File: src/rtl/dpf_pkg.sv
package dpf_pkg;

    localparam int unsigned ENTRY_W = 64;
    localparam int unsigned DEPTH   = 16;
    localparam int unsigned BURST   = 4;
    localparam int unsigned NBUF    = 2;

    typedef enum logic [1:0] {
        SRC_PALETTE = 2'd0,
        SRC_UPPER   = 2'd1,
        SRC_LOWER   = 2'd2,
        SRC_RSVD    = 2'd3
    } src_e;

    typedef struct packed {
        logic ovf;
        logic unf;
    } flags_t;

    // One-hot store select for a tagged write; zero means drop.
    function automatic logic [NBUF-1:0] route_target(input logic dual, input src_e src);
        logic [NBUF-1:0] sel;
        sel = '0;
        if (src != SRC_RSVD) begin
            if (dual && src == SRC_LOWER) sel[1] = 1'b1;
            else                          sel[0] = 1'b1;
        end
        return sel;
    endfunction

endpackage

File: src/rtl/dpf_router.sv
module dpf_router
    import dpf_pkg::*;
(
    input  logic            dual_mode,
    input  logic            flush,
    input  logic            dma_valid,
    input  logic [1:0]      dma_src,
    output logic [NBUF-1:0] wr_sel
);

    always_comb begin
        if (dma_valid && !flush) wr_sel = route_target(dual_mode, src_e'(dma_src));
        else                     wr_sel = '0;
    end

endmodule

File: src/rtl/dpf_buffer.sv
module dpf_buffer
    import dpf_pkg::*;
#(
    parameter int unsigned ENTRY_W = dpf_pkg::ENTRY_W,
    parameter int unsigned DEPTH   = dpf_pkg::DEPTH,
    parameter int unsigned BURST   = dpf_pkg::BURST,
    localparam int unsigned PTR_W  = (DEPTH > 1) ? $clog2(DEPTH) : 1,
    localparam int unsigned LVL_W  = $clog2(DEPTH + 1),
    localparam int unsigned BEAT_W = (BURST > 1) ? $clog2(BURST) : 1
) (
    input  logic               clk,
    input  logic               rst,
    input  logic               flush,
    input  logic               active,
    input  logic               wr_en,
    input  logic [ENTRY_W-1:0] wr_data,
    input  logic               rd_en,
    output logic [ENTRY_W-1:0] rd_data,
    output logic [LVL_W-1:0]   level,
    output logic               req,
    output flags_t             flags
);

    logic [ENTRY_W-1:0] mem [DEPTH];
    logic [PTR_W-1:0]   wr_ptr, rd_ptr;
    logic [LVL_W-1:0]   lvl_q;
    logic [BEAT_W-1:0]  beat_q;
    flags_t             flg_q;

    logic full, empty, do_wr, do_rd, ovf_ev, unf_ev;

    function automatic logic [PTR_W-1:0] ptr_next(input logic [PTR_W-1:0] p);
        return (p == PTR_W'(DEPTH - 1)) ? '0 : p + 1'b1;
    endfunction

    always_comb begin
        full   = (lvl_q == LVL_W'(DEPTH));
        empty  = (lvl_q == '0);
        do_wr  = wr_en && !full;
        do_rd  = rd_en && !empty && !flush;
        ovf_ev = wr_en && full;
        unf_ev = rd_en && empty && !flush;
    end

    always_ff @(posedge clk) begin
        if (do_wr) mem[wr_ptr] <= wr_data;
    end

    always_ff @(posedge clk) begin
        if (rst) begin
            wr_ptr <= '0;
            rd_ptr <= '0;
            lvl_q  <= '0;
            beat_q <= '0;
        end else if (flush) begin
            wr_ptr <= '0;
            rd_ptr <= '0;
            lvl_q  <= '0;
            beat_q <= '0;
        end else begin
            if (do_wr) begin
                wr_ptr <= ptr_next(wr_ptr);
                beat_q <= (beat_q == BEAT_W'(BURST - 1)) ? '0 : beat_q + 1'b1;
            end
            if (do_rd) rd_ptr <= ptr_next(rd_ptr);
            case ({do_wr, do_rd})
                2'b10:   lvl_q <= lvl_q + 1'b1;
                2'b01:   lvl_q <= lvl_q - 1'b1;
                default: lvl_q <= lvl_q;
            endcase
        end
    end

    always_ff @(posedge clk) begin
        if (rst) begin
            flg_q <= '0;
        end else begin
            if (ovf_ev) flg_q.ovf <= 1'b1;
            if (unf_ev) flg_q.unf <= 1'b1;
        end
    end

    always_comb begin
        rd_data = mem[rd_ptr];
        level   = lvl_q;
        flags   = flg_q;
        req     = active && !flush && (beat_q == '0)
                  && ((LVL_W'(DEPTH) - lvl_q) >= LVL_W'(BURST));
    end

endmodule

File: src/rtl/dpf_prefetch_top.sv
module dpf_prefetch_top
    import dpf_pkg::*;
#(
    parameter int unsigned ENTRY_W = dpf_pkg::ENTRY_W,
    parameter int unsigned DEPTH   = dpf_pkg::DEPTH,
    parameter int unsigned BURST   = dpf_pkg::BURST,
    localparam int unsigned LVL_W  = $clog2(DEPTH + 1)
) (
    input  logic               clk,
    input  logic               rst,
    input  logic               dual_mode,
    input  logic               flush,
    input  logic               dma_valid,
    input  logic [1:0]         dma_src,
    input  logic [ENTRY_W-1:0] dma_data,
    output logic [1:0]         dma_req,
    input  logic [1:0]         pix_rd,
    output logic [ENTRY_W-1:0] pix_data0,
    output logic [ENTRY_W-1:0] pix_data1,
    output logic [LVL_W-1:0]   fill_lvl0,
    output logic [LVL_W-1:0]   fill_lvl1,
    output logic [1:0]         ovf,
    output logic [1:0]         unf
);

    logic [NBUF-1:0]    wr_sel;
    logic [ENTRY_W-1:0] rd_data_a [NBUF];
    logic [LVL_W-1:0]   lvl_a     [NBUF];
    flags_t             flg_a     [NBUF];

    dpf_router i_router (
        .dual_mode (dual_mode),
        .flush     (flush),
        .dma_valid (dma_valid),
        .dma_src   (dma_src),
        .wr_sel    (wr_sel)
    );

    for (genvar g = 0; g < NBUF; g++) begin : g_buf
        logic act;
        assign act = (g == 0) ? 1'b1 : dual_mode;

        dpf_buffer #(
            .ENTRY_W (ENTRY_W),
            .DEPTH   (DEPTH),
            .BURST   (BURST)
        ) i_buf (
            .clk     (clk),
            .rst     (rst),
            .flush   (flush),
            .active  (act),
            .wr_en   (wr_sel[g]),
            .wr_data (dma_data),
            .rd_en   (pix_rd[g]),
            .rd_data (rd_data_a[g]),
            .level   (lvl_a[g]),
            .req     (dma_req[g]),
            .flags   (flg_a[g])
        );

        assign ovf[g] = flg_a[g].ovf;
        assign unf[g] = flg_a[g].unf;
    end

    assign pix_data0 = rd_data_a[0];
    assign pix_data1 = rd_data_a[1];
    assign fill_lvl0 = lvl_a[0];
    assign fill_lvl1 = lvl_a[1];

endmodule

File: config.mk
export PLATFORM = sky130hd
export DESIGN_NAME = dpf_prefetch_top
export DESIGN_NICKNAME = d
export VERILOG_FILES = /design/src/rtl/dpf_pkg.sv /design/src/rtl/dpf_router.sv /design/src/rtl/dpf_buffer.sv /design/src/rtl/dpf_prefetch_top.sv
export SDC_FILE = /design/constraint.sdc
export NUM_CORES = 1
export LEC_CHECK = 0
export BUFFER_PORTS_ARGS = -buffer_cell sky130_fd_sc_hd__buf_2
export CORE_UTILIZATION = 43
export DETAILED_ROUTE_END_ITERATION = 7
export SYNTH_ARGS = -nofsm -noshare
export SYNTH_HDL_FRONTEND = slang
export SYNTH_SLANG_ARGS = --single-unit
File: constraint.sdc
create_clock -name clk -period 10.7 [get_ports clk]
set_input_delay 1.07 -clock clk [delete_from_list [all_inputs] [get_ports clk]]
set_output_delay 1.07 -clock clk [all_outputs]
set_load 0.005 [all_outputs]
==> results of run 1 <==
-- how the worst max path moves through the flow --
stage | to | startpoint | cells after the start | slack (ps)
finish | pix_data1[47] | register | 5 | 5080
global route | pix_data0[9] | register | 5 | 4780
CTS | pix_data1[27] | register | 5 | 4900
detailed placement | pix_data1[27] | register | 5 | 5820
global placement | pix_data1[47] | register | 5 | 5830
floorplan | g_buf[0].i_buf.mem[3][0]$_DFFE_PP_ | dma_src[0] | 5 | 1780
-- stage by stage --
step	hold slack [ps]	area [um^2]	setup slack, ps	util (%)	std cells
detailed placement	455	83200	5820	45.5	5713
global placement	454	83200	5830	45.5	5713
global route	442	89800	4780	49.1	6096
floorplan	453	79300	1780	-	3126
CTS	401	89800	4900	49.1	6096
finish	468	89800	5080	49.1	6097
-- per-layer routing --
layer | vias to the layer above | track usage, %
li1 | 14300 | -
met1 | 19500 | 29.0
met2 | 1200 | 33.1
met3 | 248 | 3.64
met4 | 2 | 4.93
met5 | - | 0
-- worst max-delay path, cell delays in order, from the launching register on --
cell	delay, ps
sky130_fd_sc_hd__dfxtp_4	640
sky130_fd_sc_hd__buf_4	770
sky130_fd_sc_hd__buf_4	820
sky130_fd_sc_hd__mux4_1	650
sky130_fd_sc_hd__mux4_2	560
sky130_fd_sc_hd__buf_2	160
-- layout make-up --
type                       instances  area, um^2  area share [%]
tap                             2464        3080            3.43
clock buffer                     260        5510            6.13
clock inverter                   123        1070            1.19
sequential                      2090       62400            69.4
multi-input combinational        861       16100            17.9
inverter                          16        60.1          0.0669
antenna                            1        2.50         0.00279
timing repair buffer             282        1640            1.82
-- synth_stat cells (6+ instances only) --
| library cell | count | area (um^2) |
|---|---|---|
| sky130_fd_sc_hd__and2_1 | 8 | 50.1 |
| sky130_fd_sc_hd__nor2_1 | 30 | 113 |
| sky130_fd_sc_hd__nor3_1 | 6 | 30.0 |
| sky130_fd_sc_hd__clkbuf_1 | 70 | 263 |
| sky130_fd_sc_hd__dfxtp_1 | 42 | 841 |
| sky130_fd_sc_hd__buf_6 | 27 | 304 |
| sky130_fd_sc_hd__xor2_1 | 9 | 78.8 |
| sky130_fd_sc_hd__mux4_1 | 20 | 526 |
| sky130_fd_sc_hd__nand3_1 | 9 | 45.0 |
| sky130_fd_sc_hd__a21oi_1 | 25 | 125 |
| sky130_fd_sc_hd__o21ai_0 | 10 | 50.1 |
| sky130_fd_sc_hd__buf_4 | 29 | 218 |
| sky130_fd_sc_hd__and3_1 | 8 | 50.1 |
| sky130_fd_sc_hd__mux4_2 | 620 | 14000 |
| sky130_fd_sc_hd__inv_1 | 14 | 52.6 |
| sky130_fd_sc_hd__nand2_1 | 30 | 113 |
| sky130_fd_sc_hd__buf_1 | 26 | 97.6 |
| sky130_fd_sc_hd__ha_1 | 24 | 300 |
| sky130_fd_sc_hd__edfxtp_1 | 2048 | 61500 |
-- state kept, by name, summed over array words and instances, names as in the netlist, named ones only --
name	count
g_buf.i_buf.beat_q	4
g_buf.i_buf.flags	4
g_buf.i_buf.level	10
g_buf.i_buf.mem	2048
g_buf.i_buf.rd_ptr	8
g_buf.i_buf.wr_ptr	8
-- power by group through the flow --
stage / Clock [mW] / Combinational, mW / Sequential (mW)
after global placement: 0 / 0.207 / 9.17
after floorplan: 0 / 0.0528 / 9.18
after global routing: 7.53 / 0.230 / 9.00
final: 7.08 / 0.209 / 9.00
after detailed placement: 0 / 0.215 / 9.17
after CTS: 7.22 / 0.214 / 9.00
-- cells by family (layout without fill, tap and decap cells) --
kind of cell / after synthesis / count (layout) / synth area share [%]
DFF: 2090 / 2090 / 78.6
muxes: 645 / 645 / 18.3
other: 0 / 1 / 0
xor gates and xnor gates: 11 / 11 / 0.122
buffers and inverters: 175 / 681 / 1.27
AOI/OAI and AO/OA: 55 / 55 / 0.425
adders and majority gates: 24 / 24 / 0.379
and+or+nand+nor: 126 / 126 / 0.840
==> flow_results.org, run 1 <==
** Hold path
- Cell depth of the worst hold path :: 2
- The min-delay analysis places its worst path in the category reg2reg.
- Worst Hold End :: g_buf[1].i_buf.flags[1]$_SDFFE_PP0P_
- The worst hold path begins at g_buf[1].i_buf.flags[1]$_SDFFE_PP0P_.

** Synth
- Yosys mapped the design onto 50 distinct sky130hd cell types.
- Syn Area/Cell :: 25.4 um^2
- The synthesized design contains 2,048 enable-type register cells.
- The synthesized netlist occupies a cell area of 0.0793 mm^2.
- The number of nets handed over by synthesis was 3,223.
- Synth Warn # :: 0
- Synth Flop Type :: sky130_fd_sc_hd__edfxtp_1
- The synthesized design contains 2,090 register bits.
- Share of flip-flops with an asynchronous set or reset after synthesis :: 0%
- Gate count of the mapped netlist :: 3,126
- Sequential-to-total area share from yosys stat :: 78.6%

** Pwr
- Net switching power :: 3.24 mW
- Final Total Pwr :: 16.3 mW
- LEAKAGE :: 27.1 nW
- The internal portion of the total power is 13.1 mW.
- Proportion of power drawn by the clock network :: 43.5%
- Registers are responsible for 55.2% of the overall power.
- Portion of total power attributed to combinational logic :: 1.3%
- Power Density :: 181 mW/mm^2
- Worst vdd ir :: 0.199 mV
- In this run switching power makes up 19.9% of total power.

** STA
- Max-slew headroom at the worst pin :: 16.2%
- Highest attainable clock frequency :: 178 MHz
- Adding up every negative setup slack in the final design gives 0 ps.
- For the final database, setup skew stands at 48.4 ps.
- Final count of negative-setup-slack endpoints :: 0
- Portion of the clock cycle consumed by the worst path in the final layout :: 52.5%
- Number of hold violations in the final report :: 0
- Final period demand of the worst path :: 5620 ps
- Max Slew Vio Count :: 0
- Transition time of the tightest slew-check pin :: 1260 ps
- Setup repair after global routing left no endpoint under its margin.

** Setup path
- STA classifies the critical path startpoint as a register.
- Of all nets on the critical path, the largest fanout is 43.
- The worst register-to-register path has a depth of 7.
- Data on the critical path arrives at its endpoint at 4550 ps.
- The worst setup path is captured at a primary output.
- For flop-to-flop paths, the worst setup slack is 6540 ps.
- The critical path in this run is classified as reg2out.
- Reg-to-reg critical path startpoint :: g_buf[1].i_buf.level[1]$_SDFFE_PP0P_
- Required arrival time at the worst endpoint :: 9630 ps
- The worst register-to-register path ends at g_buf[1].i_buf.mem[8][30]$_DFFE_PP_.

** Detailed routing
- DRC :: 0
- In the final routing, the length of wire on met1 measures 79,300 um.
- After detailed routing, the average wire length per cell comes to 30.9 um.
- Remaining number of nets flagged by the antenna check after routing :: 0
- Drt first-iter violations :: 3,749
- In the detailed route, the total length drawn on met3 is 11,500 um.
- The highest metal layer carrying signal wires in the routed design is met5.
- Total routed wirelength :: 188,000 um
- Number of iterations in the first detailed-routing pass :: 7
- Detailed-route vias per instance :: 5.78
- Met2 layer wire length in the routed design :: 93,500 um
- Vias after detailed routing :: 35,200

** CTS
- Resize count post-CTS :: 0
- Counting the buffers created by CTS gives 208.
- Maximum level of the CTS H-tree :: 4
- After clock tree synthesis, the clock-pin slew on the worst setup and hold paths is 60 ps.
- Post-CTS Setup Inserts :: 0
- Hold buffer count at CTS :: 0
- Clock tree synthesis selected as its root buffer the cell sky130_fd_sc_hd__clkbuf_16.
- Worst-skew pair later-pin latency :: 840 ps
- Sinks on the clock net :: 2,090
- TritonCTS built the clock tree.
- The longest clock path from root to sink contains 3 buffers.

** Finish
- Of the cells placed in the final design, the portion with a size suffix greater than 1 is 34.0%.
- After the last flow step, the layout net total stands at 3,556.
- Leaving out fill and tap cells, the most frequent cell in the layout is sky130_fd_sc_hd__edfxtp_1.
- Fill cells in the final layout number 14,600.
- In the layout the commonest cells are sky130_fd_sc_hd__edfxtp_1 (2,048), sky130_fd_sc_hd__mux4_2 (620), sky130_fd_sc_hd__buf_2 (216), sky130_fd_sc_hd__clkbuf_16 (212), sky130_fd_sc_hd__buf_4 (61).
- Relative to the synthesized area, the layout overhead comes to 13.3%.

** Floorplan
- Initial Util :: 43.3%
- Top-level I/O count :: 217
- In this run the horizontal extent of the chip is 431 um.
- DIE AREA :: 0.186 mm^2
- The die is 431 um tall.
- Area of the core :: 0.183 mm^2
- After floorplanning, the core was divided into 157 placement rows.

** GRT
- The number of global-route vias before repair is 36,500.
- Antenna violations before repair :: 11
- The first global-routing pass estimated 269,000 um of wire.
- Overflow left after global routing :: 0
- Maximum number of pins on one net before global-route repair :: 141
- In the global route stage, overall resource usage came out at 20.5%.

** Placed design
- The congestion estimate from routability-driven global placement came to 0.720.
- Detailed placement HPWL :: 94,700 um
- PortBufs :: 216

** Outcome
- The run finished with clean final reports.

** Flow run
- Across the run, the number of max-cap violations was 0.
(Power assumes the default switching activity.)
==> run 2, diff against run 1 <==
Clock period 10.7 ns to 5.1 ns, I/O delays scaled along.
==> run 2 against run 1 <==
  * Critical path depth decreased by 1
  * Worst setup slack got worse by 4100 ps
  * Total power increased by 110%
  * Clock power increased by 110%
  * Cell count increased by 0.28%
  * Highest routed layer is now met4
  * Largest power group unchanged
  * Clock skew decreased by 27 ps
  * Critical path type unchanged
==> flow_results.org, run 2 (synthesized netlist as in run 1, its figures left out) <==
** Outcome
- Outcome :: completed

** CTS
- The clock slew at the register clock pins of the worst setup and hold paths came to 70 ps (about the same).
- The deepest clock path buffer count came to 3 (unchanged).
- The setup fix buffers added after clock tree synthesis is 0 (unchanged).
- Clock tree from TritonCTS :: built
- The number of buffers inserted during clock tree synthesis is 210 (+0.96%).
- Maximum level of the CTS H-tree :: 4 (unchanged)
- The source-to-sink clock delay at the later pin of the worst-skew pair was 840 ps (about the same).
- The tree is rooted in a sky130_fd_sc_hd__clkbuf_16.
- Sinks on the clock net :: 2,090 (unchanged)
- The quantity of hold-fixing buffers added after cts was 3 (+3).
- Resize count post-CTS :: 0 (unchanged)

** Flow run
- The number of maximum-capacitance constraint violations came to 0 (unchanged).

** Hold path
- The path class of the tightest hold or removal check is in2reg.
- The startpoint identified for the worst hold timing path is dma_src[0].
- The path with the worst hold slack has its endpoint at g_buf[1].i_buf.wr_ptr[2]$_SDFFE_PP0P_.
- The cell depth of the worst min-delay path is 4 (+2).

** STA
- The post-route worst setup slack was 1010 ps (-4080 ps).
- The count of final hold-check violations was 0 (unchanged).
- Portion of the clock cycle consumed by the worst path in the final layout :: 80.2%
- Max-slew headroom at the worst pin :: 24.8% (+8.6 points)
- Transition time of the tightest slew-check pin :: 1130 ps (-129 ps)
- The maximum clock skew at final layout came to 21.9 ps (-26.5 ps).
- Fin Setup TNS :: 0 ps (unchanged)
- Setup repair after global routing left no endpoint under its margin.
- For this run, the top clock speed supported by timing is 244 MHz.
- Max Slew Vio Count :: 0 (unchanged)
- The clock period could shrink to 4090 ps.
- The setup violation total in the final timing report was 0 (unchanged).

** Placed design
- The instance count after placement with tap cells included came to 5,720 (+0.12%).
- The placed wire-length estimate came to 98,500 um (+4.0%).
- PortBufs :: 216 (unchanged)
- Routability Congestion :: 0.724 (+0.49%)
- The post-placement setup slack was 1290 ps (-4530 ps).

** Setup path
- Setup crit end kind :: primary output
- Worst R2R Path Depth :: 7 (unchanged)
- The critical path data arrival time came to 3580 ps (-970 ps).
- The maximum fanout encountered on the critical timing path came to 51 (+19%).
- The endpoint required time on the critical path was 4590 ps (-5040 ps).
- STA classifies the critical path startpoint as a register.
- Reg-to-reg critical path startpoint :: g_buf[1].i_buf.level[1]$_SDFFE_PP0P_
- In this run the critical register-to-register path is captured at g_buf[1].i_buf.mem[0][51]$_DFFE_PP_.
- The minimum setup slack among reg-to-reg paths came to 1310 ps (-5230 ps).
- The critical path in this run is classified as reg2out.

** Detailed routing
- DRC :: 0 (unchanged)
- Drt first-iter violations :: 3,107 (-17%)
- The total via count in the routed design was 34,700 (-1.6%).
- The number of iterations in the first detailed-routing pass was 5 (-2).
- The antenna violation net count after detailed routing came to 0 (unchanged).
- Detailed-route vias per instance :: 5.67 (-1.9%)
- The total routed wirelength is 179,000 um (-4.6%).
- The wire length per cell is 29.3 um (-4.9%).

** GRT
- Maximum number of pins on one net before global-route repair :: 99 (-30%)
- Overflow left after global routing :: 0 (unchanged)
- The initial antenna violation count was 7 (-4).
- First-pass GRT wire length :: 260,000 um (-3.3%)
- The all-layer global routing usage was 19.5% (-0.95 points).
- The number of global-route vias before repair was 36,400 (-0.26%).

** Finish
- Total Nets Final :: 3,568 (+0.34%)
- Most used cells in the layout excluding fill and tap cells :: sky130_fd_sc_hd__edfxtp_1 (2,048), sky130_fd_sc_hd__mux4_2 (620), sky130_fd_sc_hd__buf_2 (216), sky130_fd_sc_hd__clkbuf_16 (214), sky130_fd_sc_hd__clkinv_1 (55)
- Relative area change from synthesis to final layout :: 14.2%
- Utilization after layout :: 49.5% (+0.40 points)
- Max FFs per register :: 2,048 (unchanged)
- Number of fill cells in the layout :: 14,500 (-0.86%)
- Leading cell type in the layout, fill and taps excluded :: sky130_fd_sc_hd__edfxtp_1
- Proportion of layout cells with a drive suffix above 1 :: 34.0% (+0.061 points)
- The final instance count without filler cells was 6,114 (+0.28%).
- The register with the most flip-flops in the final layout is g_buf.i_buf.mem.

** Floorplan
- Chip height :: 431 um (unchanged)
- Initial Util :: 43.3% (unchanged)
- DIE AREA :: 0.186 mm^2 (unchanged)
- Die boundary width :: 431 um (unchanged)
- The core box area was 0.183 mm^2 (unchanged).
- The count of standard-cell rows is 157 (unchanged).
- The number of top-level design ports is 217 (unchanged).

** Pwr
- The maximum ir drop on the vdd rail is 0.275 mV (+38%).
- LEAKAGE :: 27.3 nW (+0.76%)
- Final Total Pwr :: 34.5 mW (+110%)
- Power Density :: 381 mW/mm^2 (+110%)
## run 2: cell types whose count changed in the layout (fill, tap and decap cells not counted), sizes merged
cell         previous run  this run
buf                   282       289
bufinv                 15        22
clkbuf                260       267
clkinv                 92        90
clkinvlp                3         4
dlygate4sd3             0         3
inv                    29        23
## run 2: metal layers
metal | GRT usage (%) | vias to the layer above | part of all wire (%)
li1 | - | 14400 | -
met1 | 28.0 | 19100 | 43
met4 | 4.83 | 0 | 1.9
met3 | 3.28 | 221 | 5.4
met5 | 0 | - | 0
met2 | 31.3 | 1021 | 49
## run 2: area by class of cell
class	count	area [um^2]	area share (%)
inverters	16	60.1	0.0663
clock buffers	267	5570	6.16
diodes	1	2.50	0.00276
repair buffers	292	2130	2.36
clock inverters	123	1200	1.33
multi-input cells	861	16100	17.8
well taps	2464	3080	3.40
flip-flops and latches	2090	62400	68.9
## run 2: how the worst max path moves through the flow
stage / start / end / slack [ps] / depth (start not counted)
final: register / pix_data0[50] / 1010 / 4
after global routing: register / pix_data0[50] / 810 / 4
after CTS: register / pix_data0[50] / 850 / 4
after detailed placement: flush / g_buf[1].i_buf.mem[0][47]$_DFFE_PP_ / 1290 / 7
after global placement: flush / g_buf[1].i_buf.mem[0][51]$_DFFE_PP_ / 1360 / 7
after floorplan: g_buf[0].i_buf.level[2]$_SDFFE_PP0P_ / g_buf[0].i_buf.mem[4][0]$_DFFE_PP_ / 510 / 7
## run 2: power by group
part | switching [mW] | internal [mW]
registers | 0.00919 | 18.9
clock network | 6.37 | 8.81
logic | 0.355 | 0.107
total | 6.74 | 27.8
## run 2: critical path: stages, from the launching register on
cell                      delay, ps
sky130_fd_sc_hd__dfxtp_4        830
sky130_fd_sc_hd__buf_12         450
sky130_fd_sc_hd__mux4_1         610
sky130_fd_sc_hd__mux4_2         580
sky130_fd_sc_hd__buf_2          180
## run 2: per-stage QoR
stage               cell area (um^2)  hold slack, ps
global placement               83800             452
floorplan                      79300             453
CTS                            90600            21.5
global route                   90600            96.5
detailed placement             83800             463
finish                         90600             102
